<file path="src/rtl/spi_dm_pkg.sv">
// Shared types for the SPI delay master: transfer modes and engine states.
package spi_dm_pkg;

    // Transfer mode as presented on cmd_mode.
    typedef enum logic [1:0] {
        MODE_WRITE    = 2'd0,
        MODE_READ     = 2'd1,
        MODE_WRRD     = 2'd2,
        MODE_RTR_READ = 2'd3
    } xfer_mode_e;

    // Sequencer states of the engine.
    typedef enum logic [2:0] {
        ST_IDLE  = 3'd0,
        ST_POST  = 3'd1,
        ST_WAIT  = 3'd2,
        ST_SHIFT = 3'd3,
        ST_GAP   = 3'd4,
        ST_PRE   = 3'd5
    } eng_state_e;

endpackage

</file>
<file path="src/rtl/spi_dm_timer.sv">
// Delay timer: counts load_n ticks of TICK_CYCLES system cycles each.
// expire is high in the last cycle of the interval, so the caller moves on
// exactly load_n*TICK_CYCLES cycles after the load edge. Loading 0 never expires;
// the caller skips zero delays itself.
module spi_dm_timer #(
    parameter int TICK_CYCLES = 480,
    parameter int N_W         = 16
) (
    input  logic           clk,
    input  logic           rst_n,
    input  logic           load,
    input  logic [N_W-1:0] load_n,
    output logic           expire
);
    localparam int SUB_W = $clog2(TICK_CYCLES + 1);
    localparam logic [SUB_W-1:0] SUB_TOP = SUB_W'(TICK_CYCLES - 1);

    logic           run_q;
    logic [N_W-1:0] tick_q;
    logic [SUB_W-1:0] sub_q;

    assign expire = run_q && (tick_q == N_W'(1)) && (sub_q == '0);

    // Tick and sub-tick down-counters.
    always_ff @(posedge clk) begin
        if (!rst_n) begin
            run_q  <= 1'b0;
            tick_q <= '0;
            sub_q  <= '0;
        end else if (load) begin
            run_q  <= (load_n != '0);
            tick_q <= load_n;
            sub_q  <= SUB_TOP;
        end else if (run_q) begin
            if (sub_q == '0) begin
                sub_q  <= SUB_TOP;
                tick_q <= tick_q - N_W'(1);
                if (tick_q == N_W'(1)) run_q <= 1'b0;
            end else begin
                sub_q <= sub_q - SUB_W'(1);
            end
        end
    end
endmodule

</file>
<file path="src/rtl/spi_dm_shifter.sv">
// Byte shifter: produces 16 SCK edges spaced BASE_HALF<<rate cycles apart,
// shifts tx MSB first and samples MISO per cpha. done pulses the cycle after
// the last edge, when rx_byte already holds the full received byte.
// Assumes cpol/cpha/rate are held stable by the caller during a byte.
module spi_dm_shifter #(
    parameter int BASE_HALF = 2,
    parameter int RATE_W    = 3
) (
    input  logic              clk,
    input  logic              rst_n,
    input  logic              start,
    input  logic [7:0]        tx_byte,
    input  logic              cpol,
    input  logic              cpha,
    input  logic [RATE_W-1:0] rate,
    input  logic              miso,
    output logic              sck,
    output logic              mosi,
    output logic [7:0]        rx_byte,
    output logic              busy,
    output logic              done
);
    localparam int MAX_HALF = BASE_HALF << ((1 << RATE_W) - 1);
    localparam int DIV_W    = $clog2(MAX_HALF + 1);

    logic [DIV_W-1:0] half_len, div_q;
    logic [3:0]       edge_q;
    logic             phase_q, busy_q, done_q;
    logic [7:0]       sh_q, rx_q;
    logic             do_sample, do_shift;

    assign half_len = DIV_W'(BASE_HALF) << rate;
    assign sck      = cpol ^ phase_q;
    assign mosi     = sh_q[7];
    assign rx_byte  = rx_q;
    assign busy     = busy_q;
    assign done     = done_q;

    // Decide per edge whether it samples MISO or advances MOSI.
    always_comb begin
        do_sample = cpha ? edge_q[0] : !edge_q[0];
        do_shift  = cpha ? (!edge_q[0] && (edge_q != 4'd0)) : edge_q[0];
    end

    // Half-period divider, edge counter and data registers.
    always_ff @(posedge clk) begin
        if (!rst_n) begin
            busy_q  <= 1'b0;
            done_q  <= 1'b0;
            phase_q <= 1'b0;
            edge_q  <= '0;
            div_q   <= '0;
            sh_q    <= '0;
            rx_q    <= '0;
        end else begin
            done_q <= 1'b0;
            if (!busy_q) begin
                if (start) begin
                    busy_q  <= 1'b1;
                    sh_q    <= tx_byte;
                    div_q   <= half_len - DIV_W'(1);
                    edge_q  <= '0;
                    phase_q <= 1'b0;
                end
            end else if (div_q != '0) begin
                div_q <= div_q - DIV_W'(1);
            end else begin
                div_q   <= half_len - DIV_W'(1);
                phase_q <= ~phase_q;
                edge_q  <= edge_q + 4'd1;
                if (do_sample) rx_q <= {rx_q[6:0], miso};
                if (do_shift)  sh_q <= {sh_q[6:0], 1'b0};
                if (edge_q == 4'd15) begin
                    busy_q <= 1'b0;
                    done_q <= 1'b1;
                end
            end
        end
    end
endmodule

</file>
<file path="src/rtl/spi_dm_activity.sv">
// Activity indicator: forced high while idle, toggles every HALF_CYCLES
// cycles while busy. The first toggle comes HALF_CYCLES cycles into busy.
module spi_dm_activity #(
    parameter int HALF_CYCLES = 2_400_000
) (
    input  logic clk,
    input  logic rst_n,
    input  logic busy,
    output logic act
);
    localparam int CNT_W = $clog2(HALF_CYCLES + 1);
    logic [CNT_W-1:0] cnt_q;

    // Toggle timer.
    always_ff @(posedge clk) begin
        if (!rst_n || !busy) begin
            act   <= 1'b1;
            cnt_q <= '0;
        end else if (cnt_q == CNT_W'(HALF_CYCLES - 1)) begin
            cnt_q <= '0;
            act   <= ~act;
        end else begin
            cnt_q <= cnt_q + CNT_W'(1);
        end
    end
endmodule

</file>
<file path="src/rtl/spi_delay_master.sv">
// SPI master engine with post-assert, inter-byte and pre-deassert delays.
// Sequencer: IDLE -> POST -> (WAIT -> SHIFT -> GAP)* -> PRE -> IDLE, with
// zero-length delays skipped. Configuration is captured at command accept.
// Assumes rtr_in is asynchronous (it is synchronised here) and that
// NUM_CS <= 2**SEL_W.
module spi_delay_master
    import spi_dm_pkg::*;
#(
    parameter int NUM_CS          = 11,
    parameter int SEL_W           = 4,
    parameter int LEN_W           = 16,
    parameter int DLY_W           = 16,
    parameter int BASE_HALF       = 2,
    parameter int TICK_CYCLES     = 480,
    parameter int ACT_HALF_CYCLES = 2_400_000
) (
    input  logic              clk,
    input  logic              rst_n,
    input  logic              cmd_valid,
    output logic              cmd_ready,
    input  logic [1:0]        cmd_mode,
    input  logic [LEN_W-1:0]  cmd_len,
    input  logic [SEL_W-1:0]  cfg_cs_sel,
    input  logic [2:0]        cfg_rate,
    input  logic              cfg_cpol,
    input  logic              cfg_cpha,
    input  logic              cfg_rtr_high,
    input  logic [DLY_W-1:0]  cfg_dly_post,
    input  logic [DLY_W-1:0]  cfg_dly_byte,
    input  logic [DLY_W-1:0]  cfg_dly_pre,
    input  logic              tx_valid,
    output logic              tx_ready,
    input  logic [7:0]        tx_data,
    output logic              rx_valid,
    output logic [7:0]        rx_data,
    input  logic              rtr_in,
    input  logic              miso,
    output logic              sck,
    output logic              mosi,
    output logic [NUM_CS-1:0] cs_n,
    output logic              activity,
    output logic              done
);
    eng_state_e       state_q, state_d;
    xfer_mode_e       mode_q;
    logic [SEL_W-1:0] sel_q;
    logic [2:0]       rate_q;
    logic             cpol_q, cpha_q, rtr_high_q;
    logic [DLY_W-1:0] post_q, gap_q, pre_q;
    logic [LEN_W-1:0] left_q;
    logic             rtr_s1, rtr_s2;
    logic             needs_tx, reads, rtr_ok, byte_go;
    logic             t_load, t_expire, done_set, accept;
    logic [DLY_W-1:0] t_n;
    logic             sh_done, sh_busy;
    logic [7:0]       sh_rx;

    assign cmd_ready = (state_q == ST_IDLE);
    assign accept    = cmd_ready && cmd_valid;
    assign needs_tx  = (mode_q == MODE_WRITE) || (mode_q == MODE_WRRD);
    assign reads     = (mode_q != MODE_WRITE);
    assign rtr_ok    = (rtr_s2 == rtr_high_q);
    assign tx_ready  = (state_q == ST_WAIT) && needs_tx;
    assign byte_go   = (state_q == ST_WAIT) &&
                       (needs_tx ? tx_valid : ((mode_q != MODE_RTR_READ) || rtr_ok));

    // Two-flop synchroniser for the ready-to-read input.
    always_ff @(posedge clk) begin
        if (!rst_n) begin
            rtr_s1 <= 1'b0;
            rtr_s2 <= 1'b0;
        end else begin
            rtr_s1 <= rtr_in;
            rtr_s2 <= rtr_s1;
        end
    end

    // Next-state logic with zero-delay skipping and timer loads.
    always_comb begin
        state_d  = state_q;
        t_load   = 1'b0;
        t_n      = '0;
        done_set = 1'b0;
        unique case (state_q)
            ST_IDLE: if (cmd_valid) begin
                if (cfg_dly_post != '0) begin
                    state_d = ST_POST; t_load = 1'b1; t_n = cfg_dly_post;
                end else if (cmd_len != '0) begin
                    state_d = ST_WAIT;
                end else if (cfg_dly_pre != '0) begin
                    state_d = ST_PRE; t_load = 1'b1; t_n = cfg_dly_pre;
                end else begin
                    done_set = 1'b1;
                end
            end
            ST_POST: if (t_expire) begin
                if (left_q != '0) begin
                    state_d = ST_WAIT;
                end else if (pre_q != '0) begin
                    state_d = ST_PRE; t_load = 1'b1; t_n = pre_q;
                end else begin
                    state_d = ST_IDLE; done_set = 1'b1;
                end
            end
            ST_WAIT: if (byte_go) state_d = ST_SHIFT;
            ST_SHIFT: if (sh_done) begin
                if (left_q != LEN_W'(1)) begin
                    if (gap_q != '0) begin
                        state_d = ST_GAP; t_load = 1'b1; t_n = gap_q;
                    end else begin
                        state_d = ST_WAIT;
                    end
                end else if (pre_q != '0) begin
                    state_d = ST_PRE; t_load = 1'b1; t_n = pre_q;
                end else begin
                    state_d = ST_IDLE; done_set = 1'b1;
                end
            end
            ST_GAP: if (t_expire) state_d = ST_WAIT;
            ST_PRE: if (t_expire) begin
                state_d = ST_IDLE; done_set = 1'b1;
            end
            default: state_d = ST_IDLE;
        endcase
    end

    // State, captured configuration, byte count and result registers.
    always_ff @(posedge clk) begin
        if (!rst_n) begin
            state_q    <= ST_IDLE;
            mode_q     <= MODE_WRITE;
            sel_q      <= '0;
            rate_q     <= '0;
            cpol_q     <= 1'b0;
            cpha_q     <= 1'b0;
            rtr_high_q <= 1'b0;
            post_q     <= '0;
            gap_q      <= '0;
            pre_q      <= '0;
            left_q     <= '0;
            rx_valid   <= 1'b0;
            rx_data    <= '0;
            done       <= 1'b0;
        end else begin
            state_q  <= state_d;
            done     <= done_set;
            rx_valid <= sh_done && reads;
            if (sh_done) begin
                rx_data <= sh_rx;
                left_q  <= left_q - LEN_W'(1);
            end
            if (accept) begin
                mode_q     <= xfer_mode_e'(cmd_mode);
                sel_q      <= cfg_cs_sel;
                rate_q     <= cfg_rate;
                cpol_q     <= cfg_cpol;
                cpha_q     <= cfg_cpha;
                rtr_high_q <= cfg_rtr_high;
                post_q     <= cfg_dly_post;
                gap_q      <= cfg_dly_byte;
                pre_q      <= cfg_dly_pre;
                left_q     <= cmd_len;
            end
        end
    end

    // One decoder term per chip-select output.
    for (genvar gi = 0; gi < NUM_CS; gi++) begin : g_cs
        assign cs_n[gi] = !((state_q != ST_IDLE) && (sel_q == SEL_W'(gi)));
    end

    spi_dm_timer #(
        .TICK_CYCLES(TICK_CYCLES),
        .N_W        (DLY_W)
    ) u_timer (
        .clk   (clk),
        .rst_n (rst_n),
        .load  (t_load),
        .load_n(t_n),
        .expire(t_expire)
    );

    spi_dm_shifter #(
        .BASE_HALF(BASE_HALF),
        .RATE_W   (3)
    ) u_shift (
        .clk    (clk),
        .rst_n  (rst_n),
        .start  (byte_go),
        .tx_byte(needs_tx ? tx_data : 8'h00),
        .cpol   (cpol_q),
        .cpha   (cpha_q),
        .rate   (rate_q),
        .miso   (miso),
        .sck    (sck),
        .mosi   (mosi),
        .rx_byte(sh_rx),
        .busy   (sh_busy),
        .done   (sh_done)
    );

    spi_dm_activity #(
        .HALF_CYCLES(ACT_HALF_CYCLES)
    ) u_act (
        .clk  (clk),
        .rst_n(rst_n),
        .busy (!cmd_ready),
        .act  (activity)
    );
endmodule

</file>
<file path="config.mk">
export PLATFORM = sky130hd
export DESIGN_NAME = spi_delay_master
export DESIGN_NICKNAME = d
export VERILOG_FILES = /design/src/rtl/spi_dm_pkg.sv /design/src/rtl/spi_dm_timer.sv /design/src/rtl/spi_dm_shifter.sv /design/src/rtl/spi_dm_activity.sv /design/src/rtl/spi_delay_master.sv
export SDC_FILE = /design/constraint.sdc
export NUM_CORES = 1
export LEC_CHECK = 0
export ABC_AREA = 1
export CAP_MARGIN = 15
export CORE_UTILIZATION = 50
export CTS_CLUSTER_DIAMETER = 150
export DETAILED_ROUTE_END_ITERATION = 16
export PLACE_DENSITY = 0.76
export SLEW_MARGIN = 20
export SYNTH_ARGS = -nofsm -noshare
export SYNTH_HDL_FRONTEND = slang
export SYNTH_SLANG_ARGS = --single-unit
</file>
<file path="constraint.sdc">
create_clock -name clk -period 1.8 [get_ports clk]
set_input_delay 0.54 -clock clk [delete_from_list [all_inputs] [get_ports clk]]
set_output_delay 0.54 -clock clk [all_outputs]
set_load 0.01 [all_outputs]
</file>
==> run_summary.xml <==
<?xml version="1.0" encoding="UTF-8"?>
<metrics>
  <group name="run_status">
    <metric name="status" unit="">finished, violations left</metric>
    <metric name="violations_in_the_final_reports" unit="">negative setup slack</metric>
  </group>
  <group name="synthesis">
    <metric name="synth_compound_gate_area_share" unit="%">16.9</metric>
    <metric name="postSynthRegisterBits" unit="">156</metric>
    <metric name="synth_top_area_share" unit="%">35.4</metric>
    <metric name="postSynthCellCount" unit="">1338</metric>
    <metric name="synth_adder_area_share" unit="%">1.70</metric>
    <metric name="synth.area.top_cells" unit="">dfxtp_1, nand2_1, nor2_1, a21oi_1, inv_1</metric>
    <metric name="synth_nets" unit="">1440</metric>
    <metric name="yosys.area_share.simple" unit="%">32.9</metric>
    <metric name="postSynth.asyncResetShare" unit="%">0</metric>
    <metric name="number_of_flops_mapped_to_enable_cells_by_yosys" unit="">0</metric>
    <metric name="synth-seq-area-share" unit="%">35.4</metric>
    <metric name="largest_family_of_logic_cells_by_synthesized_area" unit="">simple AND/OR/NAND/NOR gates</metric>
    <metric name="synth_largest_area_cell" unit="">dfxtp_1</metric>
    <metric name="portion_of_netlist_area_occupied_by_mux_cells" unit="%">0</metric>
    <metric name="synth_commonest_cells" unit="">nand2_1, nor2_1, dfxtp_1</metric>
    <metric name="synth.most_common_cell" unit="">nand2_1</metric>
    <metric name="postSynthAreaPerCell" unit="µm²">6.60</metric>
    <metric name="synth_xor_xnor_area_share" unit="%">3.67</metric>
    <metric name="post_synth_instance_area" unit="µm²">8830</metric>
    <metric name="synth_ff_type" unit="">dfxtp_1</metric>
    <metric name="count_of_yosys_warnings_during_synthesis" unit="">0</metric>
    <metric name="netlist-cell-type-count" unit="">43</metric>
  </group>
  <group name="floorplanning">
    <metric name="die_width" unit="µm">135</metric>
    <metric name="boundaryPins" unit="">116</metric>
    <metric name="initial_utilization" unit="%">51.0</metric>
    <metric name="core_area" unit="µm²">17300</metric>
    <metric name="row_count" unit="">48</metric>
    <metric name="die_h" unit="µm">135</metric>
    <metric name="dieArea" unit="µm²">18200</metric>
  </group>
  <group name="sta">
    <metric name="timing.final.setup_violations" unit="">32</metric>
    <metric name="min_period_over_period" unit="%">110</metric>
    <metric name="final_hold_viol_count" unit="">0</metric>
    <metric name="post-route-worst-setup-slack" unit="ns">-0.176</metric>
    <metric name="timing.final.crit_period" unit="ns">1.98</metric>
    <metric name="worst_slew_pin_slew" unit="ns">0.595</metric>
    <metric name="final-max-slew-violation-count" unit="">0</metric>
    <metric name="finalClockSkew" unit="ns">0.0105</metric>
    <metric name="maxClockFrequency" unit="MHz">506</metric>
    <metric name="timing.max_slew.rel_slack" unit="%">60.3</metric>
    <metric name="rsz_0062_raised_after_global_routing" unit="">yes</metric>
  </group>
  <group name="power_and_ir_drop">
    <metric name="worst_ir_drop_on_vdd" unit="mV">0.853</metric>
    <metric name="p_leak" unit="nW">6.18</metric>
    <metric name="internal_power_component" unit="mW">12.0</metric>
    <metric name="power-per-cell-area" unit="nW/µm²">1570</metric>
    <metric name="power.clock.fraction" unit="%">17.5</metric>
    <metric name="sequentialPowerShare" unit="%">23.4</metric>
    <metric name="p_switching" unit="mW">9.44</metric>
    <metric name="comb_power_share" unit="%">59.0</metric>
    <metric name="power.share.switching" unit="%">44.0</metric>
  </group>
  <group name="place">
    <metric name="place_inst" unit="">1833</metric>
    <metric name="dp_hpwl" unit="µm">19400</metric>
    <metric name="port_buffers" unit="">115</metric>
    <metric name="routabilityCongestion" unit="">0.940</metric>
    <metric name="post_dp_cell_area" unit="µm²">11700</metric>
    <metric name="dp_worst_setup_slack" unit="ns">-0.692</metric>
  </group>
  <group name="final_layout">
    <metric name="final-instance-count-excl-fill" unit="">1947</metric>
    <metric name="multi_input_area" unit="µm²">5470</metric>
    <metric name="layout.cell_area.non_filler" unit="µm²">13600</metric>
    <metric name="num_antenna_cells" unit="">0</metric>
    <metric name="n_fill_cell" unit="">1191</metric>
    <metric name="layout.core_utilization" unit="%">78.8</metric>
    <metric name="num-nets-final" unit="">1811</metric>
    <metric name="drive_gt1_share" unit="%">29.2</metric>
    <metric name="seqCellArea" unit="µm²">3150</metric>
    <metric name="area.growth.synth_to_final" unit="%">54.5</metric>
  </group>
  <group name="route">
    <metric name="routedLengthMet1" unit="µm">12600</metric>
    <metric name="route.antenna.remaining_nets" unit="">0</metric>
    <metric name="wl_per_cell" unit="µm">16.3</metric>
    <metric name="met2WireLength" unit="µm">15300</metric>
    <metric name="route.detailed.vias_per_inst" unit="">5.68</metric>
    <metric name="wl_met3" unit="µm">2270</metric>
    <metric name="wl" unit="µm">31700</metric>
    <metric name="detail_route.first_pass.iterations" unit="">7</metric>
    <metric name="drt_iter0_drc" unit="">1045</metric>
    <metric name="remaining_drc_errors" unit="">0</metric>
    <metric name="dr_vias" unit="">11100</metric>
    <metric name="dr.max_layer_used" unit="">met4</metric>
  </group>
  <group name="hold_path">
    <metric name="worst_hold_path_type" unit="">flip-flop to flip-flop</metric>
  </group>
  <group name="global_routing">
    <metric name="number_of_antenna_violations_at_the_first_check_in_global_routing" unit="">0</metric>
    <metric name="number_of_global_route_vias_before_repair" unit="">10600</metric>
    <metric name="gr-usage-all-layers" unit="%">33.9</metric>
    <metric name="gr-total-overflow" unit="">0</metric>
    <metric name="grt_pass1_wl" unit="µm">49500</metric>
    <metric name="maximum_number_of_pins_on_one_net_before_global_route_repair" unit="">49</metric>
  </group>
  <group name="clock_network">
    <metric name="hold_bufs_at_cts" unit="">0</metric>
    <metric name="tritoncts" unit="">built</metric>
    <metric name="clock_tree.htree_level_count" unit="">4</metric>
    <metric name="clock_buffers_created_by_tritoncts" unit="">17</metric>
    <metric name="maximum_root_to_sink_buffer_count" unit="">2</metric>
    <metric name="clk_pin_slew_worst_paths" unit="ns">0.07</metric>
    <metric name="clk_latency" unit="ns">0.43</metric>
    <metric name="numClockSinks" unit="">156</metric>
    <metric name="cts_root_buffer" unit="">clkbuf_16</metric>
  </group>
  <group name="worst_setup_path">
    <metric name="critPathMaxStageDelay" unit="ns">0.36</metric>
    <metric name="critical_path_class" unit="">flip-flop to flip-flop</metric>
    <metric name="critical_path_peak_fanout" unit="">6</metric>
    <metric name="category_of_the_worst_setup_path_capture_point" unit="">flip-flop</metric>
    <metric name="worst-endpoint-required" unit="ns">2.10</metric>
    <metric name="crit_path_cell_chain" unit="">buf_6, inv_4, buf_6, nor2_4, inv_2, buf_12, nor2_4, nand3_4, buf_12, buf_12, nand4_1, nand2_1, nand2_1, a21oi_2</metric>
    <metric name="crit_path_slowest_cell" unit="">dfxtp_2</metric>
    <metric name="critical_path.startpoint_type" unit="">flip-flop</metric>
    <metric name="worst-endpoint-arrival" unit="ns">2.27</metric>
    <metric name="critical-path-top-cell-by-count" unit="">buf_12</metric>
  </group>
  <group name="job">
    <metric name="maxCapViolCount" unit="">0</metric>
  </group>
</metrics>
[power by group through the flow]
stage	Sequential [mW]	Combinational (mW)	Clock [mW]
finish	5.03	12.7	3.76
global route	5.11	13.7	3.90
CTS	4.94	11.3	3.77
global placement	4.92	10.1	0
floorplan	4.99	6.18	0
detailed placement	4.95	10.3	0
[worst max-delay path: cells and delay by family (launching register included)]
family / cells / cell delay [ns]
and+or+nand+nor: 6 / 0.65
DFF: 1 / 0.36
AOI/OAI and AO/OA: 1 / 0.05
buffers and inverters: 7 / 0.77
[cell families (layout without fill, tap and decap cells)]
family,after synthesis,count (layout)
buf+inv,205,586
simple gates,656,659
fa+ha+maj,12,12
compound gates,272,272
xor+xnor,37,37
flops,156,156
[cell usage in the layout (no fill, tap or decap), types with 7 or more instances in the layout]
cell / instances
dfxtp_2: 13
buf_12: 12
inv_1: 131
buf_2: 10
buf_6: 20
nand2_2: 21
clkdlybuf4s50_1: 40
nor3_1: 24
nand2_1: 223
a21oi_2: 7
buf_4: 250
ha_1: 7
nand3_2: 7
inv_2: 12
nand2_4: 9
nor2_1: 173
nand3_1: 64
clkbuf_16: 18
dlygate4sd2_1: 56
a21oi_1: 114
xor2_1: 28
a22oi_1: 7
nand4_1: 44
nor2_4: 25
o211ai_1: 22
xnor2_1: 9
nor2_2: 34
nand3_4: 10
a31oi_1: 12
o21ai_0: 85
dfxtp_1: 141
[metrics by stage]
step / hold WS [ns] / total power, mW / TNS [ns]
2_1_floorplan: 0.390 / 11.2 / -0.00373
3_3_place_gp: 0.399 / 15.0 / -42.13
3_5_place_dp: 0.407 / 15.2 / -44.99
4_1_cts: 0.422 / 20.0 / -3.71
5_1_grt: 0.444 / 22.7 / -7.43
6_report: 0.422 / 21.5 / -3.65
[what timing repair did]
action | in CTS | in global routing
cloned | 7 | 2
buffers inserted | 60 | 17
resized for setup | 211 | 121
setup endpoints to repair | 83 | 105
pin swaps | 103 | 55
[registers in the layout, indices dropped and copies added (netlist names), 8 cells and up]
signal and count:
u_timer.sub_q 9, u_act.cnt_q 22, u_shift.div_q 9, pre_q 16
u_shift.rx_byte 8, left_q 16, gap_q 16, u_timer.tick_q 16
rx_data 8, u_shift.sh_q 8
[routing by layer]
layer | up-vias | global-route usage, %
met2 | 573 | 57.6
met3 | 147 | 6.53
met4 | 0 | 18.7
met1 | 5158 | 40.3
li1 | 5174 | -
met5 | - | 0
[layout make-up]
type	count	area share, %
multi-input cells	980	40.1
repair buffers	401	25.8
flip-flops and latches	156	23.1
inverters	152	4.41
clock buffers	18	3.15
well taps	225	2.06
clock inverters	14	1.30
repair inverters	1	0.0551
[worst paths after layout]
check	end	slack, ns	start	cells after the start
setup reg to reg	u_timer.tick_q[6]	-0.18	state_q[1]	14
hold / removal	rtr_s2	0.42	rtr_s1	2
hold reg to reg	rtr_s2	0.42	rtr_s1	2
setup / recovery	u_timer.tick_q[6]	-0.18	state_q[1]	14
(Power assumes the default switching activity.)
